==> config.mk <==
export PLATFORM = sky130hd
export DESIGN_NAME = coef_shift_quant
export DESIGN_NICKNAME = d
export VERILOG_FILES = /design/src/rtl/qz_pkg.sv /design/src/rtl/qz_keep_table.sv /design/src/rtl/qz_blk_fsm.sv /design/src/rtl/qz_shift_unit.sv /design/src/rtl/coef_shift_quant.sv
export SDC_FILE = /design/constraint.sdc
export NUM_CORES = 1
export LEC_CHECK = 0
export BUFFER_PORTS_ARGS = -buffer_cell sky130_fd_sc_hd__buf_2
export CAP_MARGIN = 20
export CORE_UTILIZATION = 59
export CTS_BUF_LIST = sky130_fd_sc_hd__clkbuf_4
export DETAILED_ROUTE_END_ITERATION = 10
export HOLD_SLACK_MARGIN = 0.02
export PLACE_DENSITY = 0.75
export SYNTH_ARGS = -nofsm -noshare
export SYNTH_HDL_FRONTEND = slang
export SYNTH_HIERARCHICAL = 1
export SYNTH_SLANG_ARGS = --single-unit
==> constraint.sdc <==
create_clock -name clk -period 5.98 [get_ports clk]
set_input_delay 1.196 -clock clk [delete_from_list [all_inputs] [get_ports clk]]
set_output_delay 1.196 -clock clk [all_outputs]
set_load 0.03 [all_outputs]
==> src/rtl/qz_pkg.sv <==
package qz_pkg;
    localparam int MAG_W  = 16;
    localparam int KEEP_W = 4;
    localparam int POS_W  = 6;
    localparam int NPOS   = 1 << POS_W;

    typedef enum logic {
        ST_IDLE  = 1'b0,
        ST_BLOCK = 1'b1
    } blk_state_t;
endpackage

==> src/rtl/qz_keep_table.sv <==
module qz_keep_table
    import qz_pkg::*;
#(
    parameter int PW = POS_W,
    parameter int KW = KEEP_W
) (
    input  logic          clk,
    input  logic          rst,
    input  logic          wr_en,
    input  logic [PW-1:0] wr_pos,
    input  logic [KW-1:0] wr_keep,
    input  logic          adopt,
    input  logic [PW-1:0] lk_pos,
    output logic [KW-1:0] keep_o
);
    localparam int N = 1 << PW;

    logic [N-1:0][KW-1:0] pend_q;
    logic [N-1:0][KW-1:0] act_q;

    always_ff @(posedge clk) begin
        if (rst) begin
            pend_q <= '0;
        end else if (wr_en) begin
            pend_q[wr_pos] <= wr_keep;
        end
    end

    always_ff @(posedge clk) begin
        if (rst) begin
            act_q <= '0;
        end else if (adopt) begin
            act_q <= pend_q;
        end
    end

    always_comb begin
        keep_o = adopt ? pend_q[lk_pos] : act_q[lk_pos];
    end


    frozen_table_chk: assert property (@(posedge clk) disable iff (rst)
        !adopt |=> $stable(act_q));


    adopted_entry_chk: assert property (@(posedge clk) disable iff (rst)
        adopt |=> act_q[$past(lk_pos)] == $past(keep_o));
endmodule

==> src/rtl/qz_blk_fsm.sv <==
module qz_blk_fsm
    import qz_pkg::*;
#(
    parameter int PW = POS_W
) (
    input  logic clk,
    input  logic rst,
    input  logic in_valid,
    input  logic in_first,
    output logic accept,
    output logic adopt,
    output logic open_o
);
    localparam int N = 1 << PW;
    localparam logic [PW-1:0] LAST = PW'(N - 1);

    blk_state_t    state_q, state_d;
    logic [PW-1:0] cnt_q, cnt_d;

    always_ff @(posedge clk) begin
        if (rst) begin
            state_q <= ST_IDLE;
            cnt_q   <= '0;
        end else begin
            state_q <= state_d;
            cnt_q   <= cnt_d;
        end
    end

    always_comb begin
        state_d = state_q;
        cnt_d   = cnt_q;
        accept  = 1'b0;
        adopt   = 1'b0;
        open_o  = (state_q == ST_BLOCK);
        unique case (state_q)
            ST_IDLE: begin
                if (in_valid && in_first) begin
                    accept  = 1'b1;
                    adopt   = 1'b1;
                    state_d = ST_BLOCK;
                    cnt_d   = PW'(1);
                end
            end
            ST_BLOCK: begin
                if (in_valid && in_first) begin
                    accept  = 1'b1;
                    adopt   = 1'b1;
                    cnt_d   = PW'(1);
                end else if (in_valid) begin
                    accept = 1'b1;
                    if (cnt_q == LAST) begin
                        state_d = ST_IDLE;
                        cnt_d   = '0;
                    end else begin
                        cnt_d = cnt_q + PW'(1);
                    end
                end
            end
            default: begin
                state_d = ST_IDLE;
                cnt_d   = '0;
            end
        endcase
    end


    idle_drop_chk: assert property (@(posedge clk) disable iff (rst)
        (state_q == ST_IDLE && !in_first) |-> !accept);


    no_valid_hold_chk: assert property (@(posedge clk) disable iff (rst)
        !in_valid |=> (state_q == $past(state_q)) && $stable(cnt_q));


    restart_chk: assert property (@(posedge clk) disable iff (rst)
        (in_valid && in_first) |=> (state_q == ST_BLOCK) && (cnt_q == PW'(1)));
endmodule

==> src/rtl/qz_shift_unit.sv <==
module qz_shift_unit
    import qz_pkg::*;
#(
    parameter int MW = MAG_W,
    parameter int KW = KEEP_W,
    parameter int PW = POS_W
) (
    input  logic          clk,
    input  logic          rst,
    input  logic          fire,
    input  logic [KW-1:0] keep,
    input  logic [PW-1:0] pos,
    input  logic          sign,
    input  logic [MW-1:0] mag,
    output logic          out_valid,
    output logic [PW-1:0] out_pos,
    output logic          out_sign,
    output logic [MW-1:0] out_mag
);
    localparam int SH_W = $clog2(MW + 1);

    logic [SH_W-1:0] sh_amt;
    logic [MW-1:0]   shifted;

    always_comb begin
        sh_amt  = SH_W'(MW) - SH_W'(keep);
        shifted = (keep == '0) ? '0 : (mag >> sh_amt);
    end

    always_ff @(posedge clk) begin
        if (rst) begin
            out_valid <= 1'b0;
            out_pos   <= '0;
            out_sign  <= 1'b0;
            out_mag   <= '0;
        end else begin
            out_valid <= fire;
            if (fire) begin
                out_pos  <= pos;
                out_mag  <= shifted;
                out_sign <= sign & (|shifted);
            end
        end
    end


    no_neg_zero_chk: assert property (@(posedge clk) disable iff (rst)
        (out_valid && out_mag == '0) |-> !out_sign);


    no_growth_chk: assert property (@(posedge clk) disable iff (rst)
        out_valid |-> out_mag <= $past(mag));


    pos_through_chk: assert property (@(posedge clk) disable iff (rst)
        out_valid |-> out_pos == $past(pos));


    one_cycle_chk: assert property (@(posedge clk) disable iff (rst)
        fire |=> out_valid);
endmodule

==> src/rtl/coef_shift_quant.sv <==
module coef_shift_quant
    import qz_pkg::*;
#(
    parameter int MW = MAG_W,
    parameter int KW = KEEP_W,
    parameter int PW = POS_W
) (
    input  logic          clk,
    input  logic          rst,
    input  logic          tbl_we,
    input  logic [PW-1:0] tbl_addr,
    input  logic [KW-1:0] tbl_keep,
    input  logic          in_valid,
    input  logic          in_first,
    input  logic [PW-1:0] in_pos,
    input  logic          in_sign,
    input  logic [MW-1:0] in_mag,
    output logic          out_valid,
    output logic [PW-1:0] out_pos,
    output logic          out_sign,
    output logic [MW-1:0] out_mag
);
    logic          accept;
    logic          adopt;
    logic          blk_open;
    logic [KW-1:0] keep;

    qz_blk_fsm #(.PW(PW)) u_fsm (
        .clk      (clk),
        .rst      (rst),
        .in_valid (in_valid),
        .in_first (in_first),
        .accept   (accept),
        .adopt    (adopt),
        .open_o   (blk_open)
    );

    qz_keep_table #(.PW(PW), .KW(KW)) u_tbl (
        .clk     (clk),
        .rst     (rst),
        .wr_en   (tbl_we),
        .wr_pos  (tbl_addr),
        .wr_keep (tbl_keep),
        .adopt   (adopt),
        .lk_pos  (in_pos),
        .keep_o  (keep)
    );

    qz_shift_unit #(.MW(MW), .KW(KW), .PW(PW)) u_shift (
        .clk       (clk),
        .rst       (rst),
        .fire      (accept),
        .keep      (keep),
        .pos       (in_pos),
        .sign      (in_sign),
        .mag       (in_mag),
        .out_valid (out_valid),
        .out_pos   (out_pos),
        .out_sign  (out_sign),
        .out_mag   (out_mag)
    );


    idle_input_chk: assert property (@(posedge clk) disable iff (rst)
        !in_valid |=> !out_valid);


    closed_drop_chk: assert property (@(posedge clk) disable iff (rst)
        (!blk_open && in_valid && !in_first) |=> !out_valid);
endmodule

Word level (Yosys, flattened, before mapping) --
Index checks and enable logic that the tools add are counted.
Word-level totals: bits of input ports 38, register bits after elaboration 543, output and inout port bits 24, logic and storage cells 172
Operators by class: reduce and logical (&&, ||, !) cells 5, $lt $le $gt $ge 3, bitwise logic cells 2, shift-type cells 1, equality and inequality tests 3, add/sub/neg operators 2, multiplexer cells 22
Operator list (count):
- bitwise mux 256 bit | 1
- binary-select mux 4 bit (select 6 bit) | 2
- demux 4 bit (select 6 bit) | 1
- two-way mux 6 bit | 4
- two-way mux 16 bit | 1
- two-way mux 4 bit | 4
- OR reduction 16 bit | 1
- >> shifter 16 x 5 -> 16 bit | 1
- < comparator 6 x 7 -> 1 bit, second input constant | 2
- case mux 6 bit (2 select lines) | 1
- adder 6 x 1 -> 6 bit, second input constant | 1
- == test 6 bit, second input constant | 1
- greater-or-equal comparator 6 x 1 -> 1 bit, second input constant | 1
- two-way mux 1 bit | 6
- subtractor 5 x 4 -> 5 bit, first input constant | 1
- zero test 4 bit | 1
- case mux 1 bit (2 select lines) | 2
- inequality test 3 bit, second input constant | 1
- logical AND 1 bit | 2
- inequality test 2 x 1 -> 1 bit, second input constant | 1
- AND reduction 2 bit | 1
- bitwise AND 1 bit | 1
- NOT 1 bit | 1

Depth between registers and ports, before layout --
Gate-level depths: netlist of the first run.
depth in word-level cells 8, mapped depth 18, gate-level depth less buffers 12

Cells and area by module --
The synthesis of the first run kept the hierarchy.
By module, submodules not included:
- qz_keep_table | instances 1, area each 22416.5 um^2, cells an instance 2251
- qz_shift_unit | instances 1, area each 1714.1 um^2, cells an instance 204
- qz_blk_fsm | instances 1, area each 364.1 um^2, cells an instance 45

Least setup slack after synthesis of the first run --
Ideal clock, no wire load.
path kind input-to-reg, start point in in_pos[2], end point reg u_shift.out_sign, library setup time 0.134 ns, required time 5.846 ns, stages 17, arrival time 5.688 ns, slack 0.158 ns, cells stage by stage clkbuf_1 clkbuf_1 mux4_2 mux4_2 mux4_2 mux2_2 buf_2 inv_2 clkbuf_1 ha_1 buf_6 mux2_4 mux4_2 nor2_2 nand3b_1 a21oi_1 a41oi_1
On the way: word-level cells in the longest chain between the ends 8, elaborated cells on any way between the ends 11, classes of those cells 1 x add/sub; 1 x shift; 6 x mux; 1 x bitwise; 2 x reduce/logical
Ends and longest elaborated chain:
- start, declared | RTL line coef_shift_quant.sv:15 | input logic [PW-1:0] in_pos,
- binary-select mux 4 bit (select 6 bit) | RTL line qz_keep_table.sv:38 | keep_o = adopt ? pend_q[lk_pos] : act_q[lk_pos];
- two-way mux 4 bit (not written as such) | RTL line qz_keep_table.sv:38
- two-way mux 4 bit * | RTL line qz_keep_table.sv:38
- net keep[0] | RTL line coef_shift_quant.sv:26 | logic [KW-1:0] keep;
- subtractor 5 x 4 -> 5 bit | RTL line qz_shift_unit.sv:26 | sh_amt = SH_W'(MW) - SH_W'(keep);
- >> shifter 16 x 5 -> 16 bit | RTL line qz_shift_unit.sv:27 | shifted = (keep == '0) ? '0 : (mag >> sh_amt);
- two-way mux 16 bit * | RTL line qz_shift_unit.sv:27
- OR reduction 16 bit * | RTL line qz_shift_unit.sv:41 | out_sign <= sign & (|shifted);
- bitwise AND 1 bit * | RTL line qz_shift_unit.sv:41
- end signal, assigned | RTL line qz_shift_unit.sv:41
- end, declared | RTL line qz_shift_unit.sv:17 | output logic out_sign,
Mark *: on every way through the listed nets, which the timed path passes. The rest lies on a longest branch. The select of a mux whose other input is x is not followed. A chain may end at the register's enable or synchronous reset.

Worst setup path after layout of the first run --
start point in in_pos[0], end point reg u_shift.out_sign
The elaborated chain is that of the path after synthesis.

==> flow_metrics.env, run 1 <==
export IMPL_grt_first_pass_wirelength_um=103000
export IMPL_power_total_mw=7.32
export IMPL_maxSlewHeadroom_pct=23.2
export IMPL_synth_edf_count=0
export IMPL_port_buffer_count=61
export IMPL_yosys_top_cells_area="dfxtp_1, mux4_2, mux2i_1"
export IMPL_final_cells=3138
export IMPL_n_fill_cell=3228
export IMPL_post_route_util_pct=65.7
export IMPL_ys_flop_type="dfxtp_1"
export IMPL_totalWireLength_um=64700
export IMPL_grt_pass1_vias=19388
export IMPL_path_class="in2reg"
export IMPL_worst_slew_pin_slew_ns=1.15
export IMPL_fin_nets=2558
export IMPL_yosysWarnings=6
export IMPL_initial_core_util_pct=59.9
export IMPL_rr_worst_depth=12
export IMPL_async_reset_ff_share_pct=0
export IMPL_dieArea_um2=42300
export IMPL_rsz0062_at_grt="no"
export IMPL_slew_violations=0
export IMPL_yosys_area_top_type="dfxtp_1"
export IMPL_whs_path_depth=2
export IMPL_drt_iter0_markers=1883
export IMPL_syn_num_nets=2540
export IMPL_gr_total_overflow=0
export IMPL_wl_per_cell_um=20.6
export IMPL_core_um2=40900
export IMPL_syn2layout_area_growth_pct=9.73
export IMPL_synth_top_area_share_pct=44.4
export IMPL_leakage_nw=9.50
export IMPL_fin_skew_ns=0.0375
export IMPL_tns_ns=0
export IMPL_fmax_mhz=205
export IMPL_grtUsageTotal_pct=30.9
export IMPL_hold_viol_final=0
export IMPL_antenna_left=0
export IMPL_drc=0
export IMPL_fin_crit_ns=4.89
export IMPL_timing_final_crit_share_pct=81.7
export IMPL_dpl_cell_count=2907
export IMPL_die_x_um=206
export IMPL_cp_startpoint="in_pos[0]"
export IMPL_first_pass_iters=6
export IMPL_layout_drive_gt1_share_pct=20.2
export IMPL_io_pins=62
export IMPL_holdBufCountCts=0
export IMPL_rows=74
export IMPL_syn_cell_area_um2=24500
export IMPL_htreeDepth=4
export IMPL_insertion_delay_ns=0.84
export IMPL_cts_tree="built"
export IMPL_start_kind="primary input"
export IMPL_clock_sinks=543
export IMPL_place_congestion=0.889
export IMPL_min_delay_path_class="reg2reg"
export IMPL_cp_arrival_ns=5.59
export IMPL_cts_setup_buffers=0
export IMPL_synth_avg_cell_area_um2=9.80
export IMPL_cap_violations=0
export IMPL_num_vias=19585
export IMPL_finalSetupViolCount=0
export IMPL_min_to="u_tbl/pend_q[241]"
export IMPL_timing_rr_start="u_tbl/pend_q[253]"
export IMPL_powerDensity_nw_per_um2=272
export IMPL_synth_cell_types=62
export IMPL_cts_resized=0
export IMPL_antenna_found_initial=1
export IMPL_ys_seq_area_share_pct=44.4
export IMPL_cts_clk_slew_worst_paths_ns=0.06
export IMPL_regToRegEndpoint="u_shift/out_sign"
export IMPL_reg2reg_slack_ns=1.64
export IMPL_vias_per_cell=6.24
export IMPL_critPathCaptureType="flop"
export IMPL_ir_drop_mv=0.153
export IMPL_ys_ff_latch=543
export IMPL_die_h_um=206
export IMPL_cts_root_buffer="clkbuf_4"
export IMPL_min_delay_start="u_tbl/pend_q[241]"
export IMPL_grt_max_degree=171
export IMPL_cts_buffers=140
export IMPL_status="finished, final reports clean"
export IMPL_max_clock_path_buffers=3
export IMPL_crit_fanout=20
export IMPL_postSynthCellCount=2500
export IMPL_dp_hpwl_um=40600
export IMPL_crit_required_ns=6.68
routing by layer:
metal	wire length (um)	global-route usage [%]
met5	0	0
met4	2320	15.3
met3	5310	6.67
met2	31300	50.9
met1	25800	38.3
power by group:
group	switching, mW	internal, mW
Combinational	0.319	0.158
Clock	1.46	1.74
Sequential	0.0121	3.63
per-stage QoR:
stage | setup slack, ns | hold slack, ns | cell area [um2]
floorplan | 0.158 | 0.446 | 24500
CTS | 1.15 | 0.471 | 26800
finish | 1.09 | 0.469 | 26900
detailed placement | 0.251 | 0.462 | 25100
global placement | 0.312 | 0.452 | 25100
global route | 0.924 | 0.490 | 26900
layout make-up:
cell class / instances / area (um2) / share of cell area (%)
repair buffers: 113 / 828 / 3.08
clock inverters: 22 / 189 / 0.703
diodes: 1 / 2.50 / 0.00931
well taps: 532 / 666 / 2.48
inverters: 7 / 33.8 / 0.126
clock buffers: 207 / 1550 / 5.78
multi-input cells: 1713 / 12700 / 47.4
flip-flops and latches: 543 / 10900 / 40.4
critical path, cell delays in order:
cell	delay, ns
clkbuf_8	0.27
buf_12	0.23
mux4_2	0.51
mux4_2	0.55
mux4_2	0.50
mux2_2	0.32
inv_1	0.07
ha_1	0.48
mux2_2	0.43
mux4_2	0.52
nor2_2	0.16
nand3b_1	0.09
a21oi_1	0.14
a41oi_1	0.10
cell usage after synthesis (3+ instances only):
cell type / number
mux2_1: 3
mux2i_1: 299
nor4bb_1: 3
nor3b_1: 5
nor3_1: 6
buf_1: 47
o21a_1: 3
buf_4: 3
buf_6: 3
nand2b_1: 5
nand4b_1: 3
inv_1: 6
nand3b_1: 4
and3b_1: 3
nand2_1: 296
nor2b_1: 11
mux2_4: 3
mux4_2: 171
nand3_1: 180
buf_2: 14
nor2_1: 329
o21ai_0: 69
a211oi_1: 8
and3_1: 3
a21oi_1: 260
a31oi_1: 4
clkbuf_1: 170
dfxtp_1: 543
mux2_2: 6
and4b_1: 3
state kept, by name (all words and copies together) (netlist names):
| name | flops |
|---|---|
| u_shift/out_pos | 6 |
| u_shift/out_mag | 16 |
| u_shift/out_valid | 1 |
| u_shift/out_sign | 1 |
| u_tbl/act_q | 256 |
| u_fsm/cnt_q | 6 |
| u_fsm/open_o | 1 |
| u_tbl/pend_q | 256 |
cell families (layout without fill, tap and decap cells):
group,count (synthesis),after routing,share of synthesized area (%)
buffers and inverters,244,349,3.95
adders and majority gates,2,2,0.102
other,0,1,0
and+or+nand+nor,865,865,15.0
AOI/OAI and AO/OA,362,362,7.81
muxes,482,482,28.5
DFF,543,543,44.4
xor gates and xnor gates,2,2,0.179
placed cells by master, fill, tap and decap left out, types with 6 or more instances in the layout:
master and count:
dfxtp_1 543, nor2_1 329, mux2i_1 299, nand2_1 296, a21oi_1 260, clkbuf_4 207, nand3_1 180, mux4_2 171
o21ai_0 69, buf_2 58, buf_4 44, clkinv_1 14, nor2b_1 11, a211oi_1 8, buf_12 7, mux2_2 6
worst max path at each step:
stage | end | slack, ns | cells after the start
global placement | u_shift/out_sign | 0.31 | 14
detailed placement | u_shift/out_sign | 0.25 | 14
floorplan | u_shift/out_sign | 0.16 | 17
finish | u_shift/out_sign | 1.09 | 14
CTS | u_shift/out_sign | 1.15 | 14
global route | u_shift/out_sign | 0.92 | 14
No activity file was read; power rests on OpenSTA's default activity.
==> run 2, diff against run 1 <==
==> constraint.sdc (replaced) <==
create_clock -name clk -period 3.95 [get_ports clk]
set_input_delay 0.79 -clock clk [delete_from_list [all_inputs] [get_ports clk]]
set_output_delay 0.79 -clock clk [all_outputs]
set_load 0.03 [all_outputs]
==> flow_metrics.env, run 2 (synthesized netlist as in run 1, its figures left out) <==
export IMPL_fin_ws_ns=-0.0116
export IMPL_vias_per_cell=6.28
export IMPL_syn2layout_area_growth_pct=14.8
export IMPL_min_delay_path_class="in2reg"
export IMPL_grt_first_pass_wirelength_um=108000
export IMPL_final_cells=3247
export IMPL_initial_core_util_pct=59.9
export IMPL_cp_arrival_ns=4.66
export IMPL_critPathCaptureType="flop"
export IMPL_cts_tree="built"
export IMPL_place_congestion=0.887
export IMPL_wl_met3_um=6970
export IMPL_totalWireLength_um=69800
export IMPL_violations="negative setup slack"
export IMPL_fin_crit_ns=3.96
export IMPL_antenna_found_initial=3
export IMPL_status="complete, but fails checks"
export IMPL_cp_startpoint="u_tbl/pend_q[148]"
export IMPL_met1_length_um=27500
export IMPL_timing_rr_start="u_tbl/pend_q[148]"
export IMPL_drc=0
export IMPL_crit_fanout=8
export IMPL_die_x_um=206
export IMPL_io_pins=62
export IMPL_reg2reg_slack_ns=-0.01
export IMPL_htreeDepth=4
export IMPL_ir_drop_mv=0.265
export IMPL_final_cell_mix="dfxtp_1, nor2_1, nand2_1, mux2i_1, a21oi_1"
export IMPL_maxSlewHeadroom_pct=37.0
export IMPL_cts_buffers=139
export IMPL_first_pass_iters=6
export IMPL_regToRegEndpoint="u_shift/out_mag[0]"
export IMPL_finalSetupViolCount=1
export IMPL_port_buffer_count=61
export IMPL_layout_drive_gt1_share_pct=24.5
export IMPL_wl_per_cell_um=21.5
export IMPL_start_kind="flop"
export IMPL_slew_violations=0
export IMPL_fin_skew_ns=0.0679
export IMPL_clock_sinks=543
export IMPL_max_clock_path_buffers=3
export IMPL_hold_viol_final=0
export IMPL_cp_endpoint="u_shift/out_mag[0]"
export IMPL_insertion_delay_ns=0.88
export IMPL_holdBufCountCts=0
export IMPL_top_layer_used="met5"
export IMPL_num_vias=20396
export IMPL_grt_max_degree=132
export IMPL_cts_root_buffer="clkbuf_4"
export IMPL_tns_ns=-0.0116
export IMPL_fin_nets=2669
export IMPL_rows=74
export IMPL_core_um2=40900
export IMPL_crit_required_ns=4.65
export IMPL_leakage_nw=10.2
export IMPL_final_common_cell="dfxtp_1"
export IMPL_wl_met2_um=32700
export IMPL_grt_pass1_vias=19965
export IMPL_drt_iter0_markers=1999
export IMPL_cts_clk_slew_worst_paths_ns=0.06
export IMPL_whs_path_depth=3
export IMPL_dpl_cell_count=3002
export IMPL_dp_hpwl_um=44500
export IMPL_path_class="reg2reg"
export IMPL_powerDensity_nw_per_um2=404
export IMPL_fmax_mhz=252
export IMPL_cap_violations=0
export IMPL_antenna_left=0
export IMPL_rr_worst_depth=14
export IMPL_dieArea_um2=42300
export IMPL_gr_total_overflow=0
export IMPL_rsz0062_at_grt="yes"
export IMPL_reg_top3="u_tbl/act_q x256, u_tbl/pend_q x256, u_shift/out_mag x16"
export IMPL_grtUsageTotal_pct=33.0
export IMPL_timing_final_crit_share_pct=100
export IMPL_worst_slew_pin_slew_ns=0.946
export IMPL_die_h_um=206
-- run 2: cell types whose count changed in the layout (fill, tap and decap cells not counted), sizes merged --
cell      change
buf         +110
bufinv        +3
clkinv        -6
clkinvlp      +1
diode         +3
inv           -2
-- run 2: worst min-delay path by stage --
stage | to | slack, ns | from
final | u_shift/out_pos[0] | 0.31 | in_pos[0]
after CTS | u_fsm/cnt_q[2] | 0.25 | in_first
after detailed placement | u_shift/out_mag[14] | 0.46 | u_shift/out_mag[14]
after global placement | u_shift/out_mag[13] | 0.45 | u_shift/out_mag[13]
after global routing | u_shift/out_pos[0] | 0.26 | in_pos[0]
after floorplan | u_tbl/pend_q[112] | 0.45 | u_tbl/pend_q[112]
-- run 2: layout make-up --
type                       count  area [um2]
inverter                       7        38.8
multi-input combinational   1713       12800
timing repair buffer         225        1910
fill                        3078       12800
tap                          532         666
antenna                        4        10.0
clock buffer                 205        1540
clock inverter                18         262
sequential                   543       10900
-- run 2: where the power goes --
group          switching (mW)  leakage (nW)  internal, mW  total [mW]
clock network            2.22          1.07          2.80        5.02
registers              0.0180          4.38          5.50        5.52
logic                   0.518          4.72         0.304       0.822
-- run 2: timing repair --
item / 4_1_cts / 5_1_grt
gates resized for setup: 4 / 30
endpoints found under the setup margin: 4 / 10
pin swaps: 1 / 6
gates cloned: 1 / 3
setup buffers: 0 / 13
-- run 2: worst max-delay path, stage by stage (launching register included) --
cell and delay [ns]:
dfxtp_1 0.36, mux4_2 0.48, mux4_2 0.55, mux4_2 0.49, mux2_4 0.31, clkinv_4 0.06, ha_4 0.19, buf_4 0.20
mux2i_1 0.39, mux2i_2 0.15, mux2i_2 0.21, buf_4 0.15, nor2_2 0.03, a21oi_1 0.14, a211oi_1 0.09
-- run 2: stage by stage --
stage / hold WS [ns] / power, mW / area, um2 / util (%) / setup WS [ns]
floorplan: 0.446 / 6.18 / 24800 / - / -0.824
global placement: 0.453 / 6.41 / 26000 / 63.5 / -0.975
detailed placement: 0.460 / 6.42 / 26000 / 63.5 / -1.04
CTS: 0.253 / 11.4 / 27800 / 68.0 / 0.00613
global route: 0.262 / 11.8 / 28100 / 68.7 / -0.0659
finish: 0.308 / 11.4 / 28100 / 68.7 / -0.0116
-- run 2: routing by layer --
metal,up-vias,GRT usage (%)
li1,9195,-
met1,9962,42.2
met2,1057,52.0
met3,180,8.35
met4,2,15.8
met5,-,0
==> run 3, diff against run 2 <==
==> constraint.sdc (replaced) <==
create_clock -name clk -period 3.5 [get_ports clk]
set_input_delay 0.7 -clock clk [delete_from_list [all_inputs] [get_ports clk]]
set_output_delay 0.7 -clock clk [all_outputs]
set_load 0.03 [all_outputs]
==> flow_metrics.env, run 3 (synthesized netlist as in run 1, its figures left out) <==
export IMPL_status="complete, but fails checks"
export IMPL_violations="negative setup slack"
export IMPL_timing_final_crit_share_pct=111
export IMPL_cts_buffers=139
export IMPL_crit_required_ns=4.24
export IMPL_io_pins=62
export IMPL_initial_core_util_pct=59.9
export IMPL_grt_first_pass_wirelength_um=114000
export IMPL_final_cell_mix="dfxtp_1, nor2_1, nand2_1, mux2i_1, buf_4"
export IMPL_tns_ns=-3.92
export IMPL_n_fill_cell=2912
export IMPL_cts_clk_slew_worst_paths_ns=0.07
export IMPL_place_congestion=0.922
export IMPL_fin_crit_ns=3.90
export IMPL_start_kind="flop"
export IMPL_fin_nets=2818
export IMPL_dp_hpwl_um=46700
export IMPL_rows=74
export IMPL_path_class="reg2reg"
export IMPL_seqCellArea_um2=10900
export IMPL_fin_ws_ns=-0.397
export IMPL_layout_drive_gt1_share_pct=29.0
export IMPL_fmax_mhz=257
export IMPL_cts_tree="built"
export IMPL_insertion_delay_ns=0.89
export IMPL_multi_input_area_um2=12900
export IMPL_slew_violations=0
export IMPL_syn2layout_area_growth_pct=19.9
export IMPL_drc=0
export IMPL_clock_sinks=543
export IMPL_vias_per_cell=6.22
export IMPL_max_clock_path_buffers=3
export IMPL_hold_viol_final=0
export IMPL_cap_violations=0
export IMPL_cts_root_buffer="clkbuf_4"
export IMPL_final_cells=3396
export IMPL_dieArea_um2=42300
export IMPL_worst_slew_pin_slew_ns=1.03
export IMPL_cp_arrival_ns=4.64
export IMPL_core_um2=40900
export IMPL_ir_drop_mv=0.313
export IMPL_wl_per_cell_um=21.4
export IMPL_leakage_nw=11.0
export IMPL_rsz0062_at_grt="yes"
export IMPL_critPathCaptureType="flop"
export IMPL_min_delay_path_class="in2reg"
export IMPL_die_x_um=206
export IMPL_gr_total_overflow=0
export IMPL_crit_fanout=7
export IMPL_drt_iter0_markers=2151
export IMPL_num_vias=21113
export IMPL_finalSetupViolCount=15
export IMPL_fin_skew_ns=0.0539
export IMPL_die_h_um=206
export IMPL_maxSlewHeadroom_pct=31.2
export IMPL_dpl_cell_count=3165
export IMPL_grt_pass1_vias=21033
export IMPL_final_common_cell="dfxtp_1"
export IMPL_totalWireLength_um=72500
export IMPL_htreeDepth=4
export IMPL_powerDensity_nw_per_um2=440
export IMPL_port_buffer_count=61
export IMPL_reg_top3="u_tbl/act_q x256, u_tbl/pend_q x256, u_shift/out_mag x16"
export IMPL_grt_max_degree=137
export IMPL_antenna_left=0
export IMPL_grtUsageTotal_pct=34.8
export IMPL_pre_cts_slack_ns=-1.40
export IMPL_first_pass_iters=6
export IMPL_antenna_found_initial=5
## run 3: cell types whose count changed in the layout (fill, tap and decap cells not counted), moves of 3 or more
cell and change:
a21oi_1 -8, nor2_1 -3, buf_4 +142, a211oi_2 +3
a21oi_2 +8, buf_6 +7, buf_16 -3, buf_12 +6
a211oi_1 -3, clkinv_1 +8, clkbuf_4 -11
## run 3: final cells by class
cell class	count	share of cell area, %
diodes	4	0.0341
clock buffers	194	4.96
clock inverters	29	1.20
inverters	7	0.141
multi-input cells	1713	44.0
flip-flops and latches	543	37.0
well taps	532	2.27
repair buffers	374	10.3
## run 3: critical path, cell delays in order (launching register included)
cell and delay, ns:
dfxtp_1 0.33, mux4_2 0.47, mux4_2 0.54, mux4_2 0.50
mux2_4 0.31, clkinv_4 0.06, ha_4 0.22, mux2_4 0.32
mux4_2 0.53, nor2_4 0.14, nand3b_1 0.09, a21oi_2 0.13
a41oi_1 0.11
## run 3: per-layer routing
layer	part of all wire [%]	vias to the layer above	track usage, %	routed length, um
li1	-	9481	-	-
met5	0	-	0	0
met3	9.0	265	7.95	6560
met1	38	10252	43.0	27800
met2	47	1115	55.3	33800
met4	6.0	0	21.2	4320
## run 3: power by group
| part | total, mW | switching (mW) | internal (mW) |
|---|---|---|---|
| registers | 6.22 | 0.0186 | 6.21 |
| clock network | 5.74 | 2.55 | 3.19 |
| logic | 0.948 | 0.596 | 0.352 |
## run 3: metrics by stage
stage | power [mW] | hold WS (ns) | cell area (um2) | utilization [%]
after floorplan | 6.98 | 0.446 | 24800 | -
after global placement | 7.25 | 0.452 | 27300 | 66.6
after detailed placement | 7.27 | 0.463 | 27300 | 66.6
after CTS | 13.0 | 0.156 | 29200 | 71.4
after global routing | 13.4 | 0.156 | 29400 | 71.7
final | 12.9 | 0.197 | 29400 | 71.8
## run 3: worst paths after layout
| check | start | cells past startpoint | slack [ns] | end |
|---|---|---|---|---|
| setup / recovery | u_tbl/pend_q[188] | 12 | -0.40 | u_shift/out_sign |
| hold / removal | in_sign | 4 | 0.20 | u_shift/out_sign |
| setup reg to reg | u_tbl/pend_q[188] | 12 | -0.40 | u_shift/out_sign |
| hold reg to reg | u_shift/out_mag[12] | 2 | 0.47 | u_shift/out_mag[12] |
## run 3: what timing repair did
item                       4_1_cts  5_1_grt
pin swaps                       11       12
resized for setup               32       35
buffers inserted                 2        4
setup endpoints to repair       16       16
hold buffers                     0        0
